<file path="src/rtl/can_arb_pkg.sv">
package can_arb_pkg;

  // widest request group the scan helper accepts
  localparam int unsigned ScanMax = 32;

  // Cyclic scan: first set bit of v at or after start, wrapping at n.
  // Returns -1 when no bit below n is set.
  function automatic int scan_from(logic [ScanMax-1:0] v, int n, int start);
    int found;
    int pos;
    found = -1;
    for (int k = 0; k < ScanMax; k++) begin
      if (k < n && found < 0) begin
        pos = start + k;
        if (pos >= n) pos = pos - n;
        if (v[pos[4:0]]) found = pos;
      end
    end
    return found;
  endfunction

  // Slot after cur in a ring of n slots.
  function automatic int next_slot(int cur, int n);
    return (cur + 1 >= n) ? 0 : cur + 1;
  endfunction

endpackage

</file>
<file path="src/rtl/can_arb_scan.sv">
module can_arb_scan #(
  parameter int N  = 8,
  localparam int PW = $clog2(N)
) (
  input  logic [N-1:0]  req,
  input  logic [PW-1:0] start,
  output logic          hit,
  output logic [PW-1:0] idx
);
  import can_arb_pkg::*;

  int pick;

  always_comb begin
    pick = scan_from(ScanMax'(req), N, int'(start));
    hit  = (pick >= 0);
    idx  = hit ? PW'(pick) : '0;
  end

endmodule

</file>
<file path="src/rtl/can_arb_strobe.sv">
module can_arb_strobe #(
  parameter int N  = 8,
  parameter int IW = 4
) (
  input  logic          en,
  input  logic [IW-1:0] idx,
  output logic [N-1:0]  strobe
);
  for (genvar i = 0; i < N; i++) begin : g_bit
    assign strobe[i] = en && (int'(idx) == i);
  end
endmodule

</file>
<file path="src/rtl/can_arb_core.sv">
module can_arb_core #(
  parameter int N_TX = 8,
  parameter int IW   = 4,
  localparam int TXW = $clog2(N_TX)
) (
  input  logic           clk,
  input  logic           rst_n,
  input  logic           cand_valid,
  input  logic           cand_rtr,
  input  logic [IW-1:0]  cand_idx,
  input  logic           done_in,
  input  logic           lost_in,
  output logic           grant_valid,
  output logic           grant_rtr,
  output logic [IW-1:0]  grant_idx,
  output logic [TXW-1:0] rr_ptr,
  output logic           evt_launch,
  output logic           evt_done,
  output logic           evt_lost,
  output logic           evt_advance
);
  import can_arb_pkg::*;

  // named events: done outranks lost when both arrive together
  assign evt_launch  = !grant_valid && cand_valid;
  assign evt_done    = grant_valid && done_in;
  assign evt_lost    = grant_valid && lost_in && !done_in;
  assign evt_advance = evt_done && !grant_rtr;

  always_ff @(posedge clk) begin
    if (!rst_n) begin
      grant_valid <= 1'b0;
      grant_rtr   <= 1'b0;
      grant_idx   <= '0;
      rr_ptr      <= '0;
    end else begin
      if (evt_done || evt_lost) begin
        grant_valid <= 1'b0;
      end else if (evt_launch) begin
        grant_valid <= 1'b1;
        grant_rtr   <= cand_rtr;
        grant_idx   <= cand_idx;
      end
      if (evt_advance) begin
        rr_ptr <= TXW'(next_slot(int'(grant_idx), N_TX));
      end
    end
  end

endmodule

</file>
<file path="src/rtl/can_tx_arbiter.sv">
module can_tx_arbiter #(
  parameter int N_TX  = 8,
  parameter int N_RTR = 16,
  localparam int TXW = $clog2(N_TX),
  localparam int RTW = $clog2(N_RTR),
  localparam int IW  = (RTW > TXW) ? RTW : TXW
) (
  input  logic             clk,
  input  logic             rst_n,
  input  logic             rr_mode_i,
  input  logic [N_TX-1:0]  tx_req_i,
  input  logic [N_RTR-1:0] rtr_req_i,
  input  logic             xfer_done_i,
  input  logic             arb_lost_i,
  output logic             grant_valid_o,
  output logic             grant_rtr_o,
  output logic [IW-1:0]    grant_idx_o,
  output logic [N_TX-1:0]  clr_tx_o,
  output logic [N_RTR-1:0] clr_rtr_o
);

  logic           rtr_hit, tx_fix_hit, tx_rot_hit;
  logic [RTW-1:0] rtr_idx;
  logic [TXW-1:0] tx_fix_idx, tx_rot_idx;
  logic [TXW-1:0] rr_ptr;
  logic           tx_hit;
  logic [TXW-1:0] tx_idx;
  logic           cand_valid, cand_rtr;
  logic [IW-1:0]  cand_idx;
  logic           evt_launch, evt_done, evt_lost, evt_advance;

  // remote lines: ascending order, always scanned from 0
  can_arb_scan #(.N(N_RTR)) u_rtr_scan (
    .req(rtr_req_i), .start('0), .hit(rtr_hit), .idx(rtr_idx)
  );

  // transmit buffers, fixed order
  can_arb_scan #(.N(N_TX)) u_tx_fix (
    .req(tx_req_i), .start('0), .hit(tx_fix_hit), .idx(tx_fix_idx)
  );

  // transmit buffers, rotating order from the pointer
  can_arb_scan #(.N(N_TX)) u_tx_rot (
    .req(tx_req_i), .start(rr_ptr), .hit(tx_rot_hit), .idx(tx_rot_idx)
  );

  always_comb begin
    tx_hit     = rr_mode_i ? tx_rot_hit : tx_fix_hit;
    tx_idx     = rr_mode_i ? tx_rot_idx : tx_fix_idx;
    cand_valid = rtr_hit || tx_hit;
    cand_rtr   = rtr_hit;
    cand_idx   = rtr_hit ? IW'(rtr_idx) : IW'(tx_idx);
  end

  can_arb_core #(.N_TX(N_TX), .IW(IW)) u_core (
    .clk(clk), .rst_n(rst_n),
    .cand_valid(cand_valid), .cand_rtr(cand_rtr), .cand_idx(cand_idx),
    .done_in(xfer_done_i), .lost_in(arb_lost_i),
    .grant_valid(grant_valid_o), .grant_rtr(grant_rtr_o), .grant_idx(grant_idx_o),
    .rr_ptr(rr_ptr),
    .evt_launch(evt_launch), .evt_done(evt_done), .evt_lost(evt_lost),
    .evt_advance(evt_advance)
  );

  can_arb_strobe #(.N(N_TX), .IW(IW)) u_clr_tx (
    .en(evt_done && !grant_rtr_o), .idx(grant_idx_o), .strobe(clr_tx_o)
  );

  can_arb_strobe #(.N(N_RTR), .IW(IW)) u_clr_rtr (
    .en(evt_done && grant_rtr_o), .idx(grant_idx_o), .strobe(clr_rtr_o)
  );

endmodule

</file>
<file path="config.mk">
export PLATFORM = sky130hd
export DESIGN_NAME = can_tx_arbiter
export DESIGN_NICKNAME = d
export VERILOG_FILES = /design/src/rtl/can_arb_pkg.sv /design/src/rtl/can_arb_scan.sv /design/src/rtl/can_arb_strobe.sv /design/src/rtl/can_arb_core.sv /design/src/rtl/can_tx_arbiter.sv
export SDC_FILE = /design/constraint.sdc
export NUM_CORES = 1
export LEC_CHECK = 0
export CORE_ASPECT_RATIO = 0.8
export CORE_UTILIZATION = 50
export CTS_CLUSTER_DIAMETER = 50
export DETAILED_ROUTE_END_ITERATION = 16
export DONT_BUFFER_PORTS = 1
export GPL_TIMING_DRIVEN = 0
export PLACE_DENSITY = 0.61
export RECOVER_POWER = 50
export SYNTH_ARGS = -nofsm -noshare
export SYNTH_HDL_FRONTEND = slang
export SYNTH_SLANG_ARGS = --single-unit
</file>
<file path="constraint.sdc">
create_clock -name clk -period 6.8 [get_ports clk]
set_input_delay 2.04 -clock clk [delete_from_list [all_inputs] [get_ports clk]]
set_output_delay 2.04 -clock clk [all_outputs]
set_load 0.02 [all_outputs]
</file>
; ---- After elaboration in Yosys (flattened, before gate mapping)
; Cells that the tools add are included.
[word_totals]
ff_bits = 9
in_bits = 29
output_inout_bits = 30
elab_cells = 310
[classes]
add_sub_neg = 16
order_cmp = 71
eq_ne = 15
n_mux = 164
n_bitwise = 2
reduce_logical = 38
[ops]
columns = op, n
row1 = 32-bit two-way mux, 98
row2 = "32-bit by 1-bit less-than comparator with 1-bit output, second input constant", 29
row3 = "32-bit by 5-bit >= comparator with 1-bit output, second input constant", 7
row4 = "32-bit by 5-bit subtractor with 32-bit output, second input constant", 7
row5 = "5-bit by 6-bit less-than comparator with 1-bit output, second input constant", 30
row6 = 1-bit binary-select mux with 5-bit select, 30
row7 = "32-bit by 1-bit >= comparator with 1-bit output, second input constant", 3
row8 = "4-bit equality test, second input constant", 8
row9 = 1-bit two-way mux, 31
row10 = 1-bit logical AND, 30
row11 = "3-bit by 3-bit adder with 4-bit output, second input constant", 4
row12 = "4-bit by 3-bit equality test with 1-bit output, second input constant", 4
row13 = 3-bit two-way mux, 4
row14 = "3-bit by 2-bit adder with 4-bit output, second input constant", 2
row15 = "4-bit by 2-bit equality test with 1-bit output, second input constant", 2
row16 = "4-bit by 1-bit adder with 5-bit output, second input constant", 1
row17 = "5-bit by 4-bit >= comparator with 1-bit output, second input constant", 1
row18 = "3-bit by 4-bit subtractor with 5-bit output, second input constant", 1
row19 = "3-bit by 1-bit adder with 4-bit output, second input constant", 1
row20 = "4-bit by 1-bit equality test with 1-bit output, second input constant", 1
row21 = "3-bit by 4-bit >= comparator with 1-bit output, second input constant", 1
row22 = 4-bit zero test, 1
row23 = 4-bit two-way mux, 1
row24 = 1-bit zero test, 3
row25 = other kinds (4), 6

; ---- Depth between registers and ports, before layout
[logic_depth]
ltp_word = 95
depth_mapped = 12
depth_no_buf = 10

; ---- Modules after synthesis
; Synthesis repeated with hierarchy kept, for this count alone.
[hier_totals]
cells_unflattened = 595
hier_area_um2 = 5247.5
[by_module_without_submodules]
columns = mod, instances, cells_per_inst, area_per_inst_um2, seq_area_each_um2
row1 = can_arb_scan (u_rtr_scan), 1, 247, 2270.9, 0.0
row2 = can_arb_scan (u_tx_fix), 1, 133, 1212.4, 0.0
row3 = can_arb_scan (u_tx_rot), 1, 120, 1046.0, 0.0
row4 = can_arb_core, 1, 43, 420.4, 180.2
row5 = can_arb_strobe (u_clr_rtr), 1, 23, 117.6, 0.0
row6 = can_tx_arbiter, 1, 16, 107.6, 0.0
row7 = can_arb_strobe (u_clr_tx), 1, 13, 72.6, 0.0

; ---- Worst setup path before layout
; Ideal clock, no wire load.
[synth_path]
kind = input port to output port
from = input port xfer_done_i
to = output port clr_rtr_o[3]
t_arrival_ps = 2806
t_required_ps = 4760
slack_ps = 1954
cell_stages = 3
n_path_buf = 0
cell_sequence = and3_1 nand2_1 nor3_1
[synth_between]
elab_chain_len = 3
[synth_lines]
columns = element, line
row1 = "start, declared", can_tx_arbiter.sv:13  ; input logic xfer_done_i,
row2 = 1-bit logical AND, can_arb_core.sv:26  ; assign evt_done = grant_valid && done_in;
row3 = 1-bit logical AND, can_tx_arbiter.sv:70  ; .en(evt_done && grant_rtr_o), .idx(grant_idx_o), .strobe(clr_rtr_o)
row4 = 1-bit logical AND, can_arb_strobe.sv:10  ; assign strobe[i] = en && (int'(idx) == i);
row5 = "end, declared", can_tx_arbiter.sv:19  ; output logic [N_RTR-1:0] clr_rtr_o
; Every way passes these cells.

; ---- Worst setup path in the final report
[layout_path]
from = input port xfer_done_i
to = output port clr_rtr_o[1]
; The elaborated chain is that of the path after synthesis.

==> metrics.md <==
| Metric | Value |
|---|---|
| Minimum clock period after layout | roughly 4.9 ns |
| Via density | about 6.6 |
| CP max FO | 4 |
| Hold Buf Count CTS | 0 |
| First drt pass iteration count | 5 |
| Skew-Pair Late Insertion Delay | 0.23 ns |
| Slew Limit Headroom | between 50% and 60% |
| Design Power | 0.225 mW |
| Critical Path Sink Type | primary output |
| R2r setup slk | 2.79 ns |
| IO buf count | 0 |
| Sequential cell area | 180 um^2 |
| Post-synth net total | 278 |
| Delay-heaviest family, CP | simple AND/OR/NAND/NOR gates |
| Reg2reg path depth | 11 |
| I/O pins | slightly below 60 |
| Vias | 1,868 |
| Synth Warn # | 0 |
| Worst Path Arrival | 2.90 ns |
| Largest net degree at the start of global routing | 11 |
| Per-cell routed wire length | 17.9 um |
| H-tree levels | 1 |
| Worst Path Buf+Inv | 0 |
| Num CTS Buffers | 3 |
| Initial DRC count | 197 |
| Sequential fraction of the synthesis area | 9.68% |
| Most frequent cells in the layout | nor2_1, nand2_1, nor3_1 |
| CP Depth | 3 |
| Clock Skew | 0.00150 ns |
| F_max | between 0.2 and 0.25 GHz |
| CP required | 4.76 ns |
| Post-synthesis cell area | 0.00186 mm^2 |
| Filler cells | 334 |
| Die X | ~70 um |
| Slew @ Worst Pin | 0.633 ns |
| Synth Flop Type | dfxtp_1 |
| Status | finished clean |
| Core area | about 0.0035 mm^2 |
| Crit Path Class | in2out |
| Area growth, synth to finish | 4.37% |
| Critical Path, Cell by Cell | and3_1 -> nand2_1 -> nor3_1 |
| Most common cell after layout, fill and taps aside | nor2_1 |
| Initial antenna violation count | 0 |
| Total gr overflow | 0 |
| Final WL | 5.08 mm |
| Final setup fails | 0 |
| Die H | 56.6 um |
| EDFF count, synth | 0 |
| Critical path origin | xfer_done_i |
| Multi-input logic area | 0.00154 mm^2 |
| Sink Count | 9 |
| Tot GR Track Use | a little over a quarter |
| Register bit total from synthesis | 9 |
| Tcrit/Tclk final | 72.7% |
| Detail Route Antenna Nets | 0 |
| Syn Inst Count | 237 |
| CTS tree | done |
| Root Driver | clkbuf_8 |
| CP endpoint | clr_rtr_o[1] |
| Ys async rst share | 0% |
| Worst reg2reg startpoint | u_core.rr_ptr[1] |
| Max-cap violations | 0 |
| VDD IR max | a little under 0.07 mV |
| CP max stage delay | 0.51 ns |
| Fin Setup TNS | 0 ns |
| Layout cells sized above 1 | 13.3% |
| Power Dens Cells | 116 mW/mm^2 |
| Gpl congestion | 0.946 |
| PostCTS Resize Cnt | 0 |
| Slowest cell on the critical path | nor3_1 |
| DP HPWL | 4.01 mm |
| FP Rows | 19 |
| Syn Area/Cell | just under 8 um^2 |
| Antenna Cells | 0 |
| CTS clk-pin slew, worst paths | 0.05 ns |
| Final Max Tran Viols | 0 |
| Post-CTS setup buffer count | 0 |
| Starting Density | 53.2% |
| Nets | 283 |
| Vias in the first global route | 1,781 |
| Leakage | 0.736 nW |
| Fin. Hold Viols | 0 |
| Post-synth cell types | 61 |
| Reg2reg end | u_core.grant_idx[0] |
| Setup repair after global routing missed its margin | no |
| First-pass GRT wire length | between 8 and 9 mm |
| HP Class | reg2reg |
| # DRC | 0 |
| Clk buf depth | 2 |
| Die ar. | 0.00397 mm^2 |
| Startpoint Class | primary input |
## registers in the layout (all words and copies together), names as in the netlist
signal	count
u_core.grant_idx	4
u_core.grant_rtr	1
u_core.grant_valid	1
u_core.rr_ptr	3
## worst min path at each step
stage,startpoint,endpoint,slack [ns],depth (start not counted)
2_1_floorplan,u_core.grant_rtr,u_core.grant_rtr,0.59,2
3_3_place_gp,u_core.grant_rtr,u_core.grant_rtr,0.61,2
3_5_place_dp,u_core.grant_rtr,u_core.grant_rtr,0.62,2
4_1_cts,u_core.grant_rtr,u_core.grant_rtr,0.63,2
5_1_grt,u_core.grant_rtr,u_core.grant_rtr,0.68,2
6_report,u_core.grant_rtr,u_core.grant_rtr,0.63,2
## tightest hold or removal path: cells and delay by family (launching register included)
| family | cells | cell delay (ns) |
|---|---|---|
| AO/OA/AOI/OAI | 1 | 0.15 |
| AND/OR/NAND/NOR | 1 | 0.04 |
| flip-flops | 1 | 0.39 |
## metrics by stage
| stage | utilization (%) | setup slack [ns] | hold WS (ns) | cell area (um^2) | instances |
|---|---|---|---|---|---|
| CTS | 56.1 | 1.86 | 0.630 | 1960 | 283 |
| global placement | 54.7 | 1.87 | 0.607 | 1910 | 279 |
| global route | 55.6 | 1.70 | 0.680 | 1940 | 283 |
| floorplan | - | 1.95 | 0.590 | 1860 | 237 |
| detailed placement | 54.7 | 1.86 | 0.622 | 1910 | 279 |
| finish | 55.6 | 1.86 | 0.629 | 1940 | 283 |
## synthesized netlist by cell type (2+ instances only)
library cell	n	area, um^2
nor2_1	36	135
nand2_1	22	82.6
nor3_1	15	75.1
inv_1	14	52.6
ha_1	12	150
mux2i_1	11	110
o21ai_0	10	50.1
a21oi_1	9	45.0
dfxtp_1	9	180
and2_1	8	50.1
mux2_2	7	78.8
mux4_1	6	158
nand3_1	6	30.0
nand2b_1	5	31.3
a22oi_1	4	30.0
a31oi_1	4	25.0
mux4_2	4	90.1
a21oi_2	3	26.3
buf_6	3	33.8
o31ai_1	3	22.5
a211oi_1	2	15.0
clkbuf_8	2	27.5
nand3b_1	2	15.0
nor3b_1	2	15.0
o21a_1	2	15.0
## cells by family (layout without fill, tap and decap cells)
group	after synthesis	in the layout	synth area share (%)
adder cells (fa/ha/maj)	12	12	8.07
XOR/XNOR	2	2	0.942
flip-flops	9	9	9.68
AO/OA/AOI/OAI	54	54	20.8
multiplexers	29	29	24.3
buffers and inverters	23	27	7.20
AND/OR/NAND/NOR	108	108	29.0
## final cells by class
| class | instances | area share, % |
|---|---|---|
| Sequential cell | 9 | 9.28 |
| Inverter | 15 | 2.90 |
| Tap cell | 42 | 2.71 |
| Clock inverter | 1 | 0.258 |
| Clock buffer | 3 | 2.13 |
| Multi-Input combinational cell | 205 | 79.1 |
| Buffer | 8 | 3.61 |
## per-layer routing
layer | vias up | GRT usage, % | share of wire [%]
li1 | 900 | - | -
met1 | 854 | 39.6 | 47
met2 | 106 | 39.4 | 43
met3 | 8 | 6.82 | 10
met4 | 0 | 5.43 | 0.83
met5 | - | 0 | 0
## where the power goes
| group | switching [mW] | leakage (nW) | total [mW] | internal [mW] |
|---|---|---|---|---|
| Combinational | 0.0557 | 0.637 | 0.0993 | 0.0436 |
| Sequential | 0.00817 | 0.0738 | 0.0644 | 0.0563 |
| Clock | 0.0217 | 0.0255 | 0.0617 | 0.0400 |
Power figures use the tool's default switching activity.
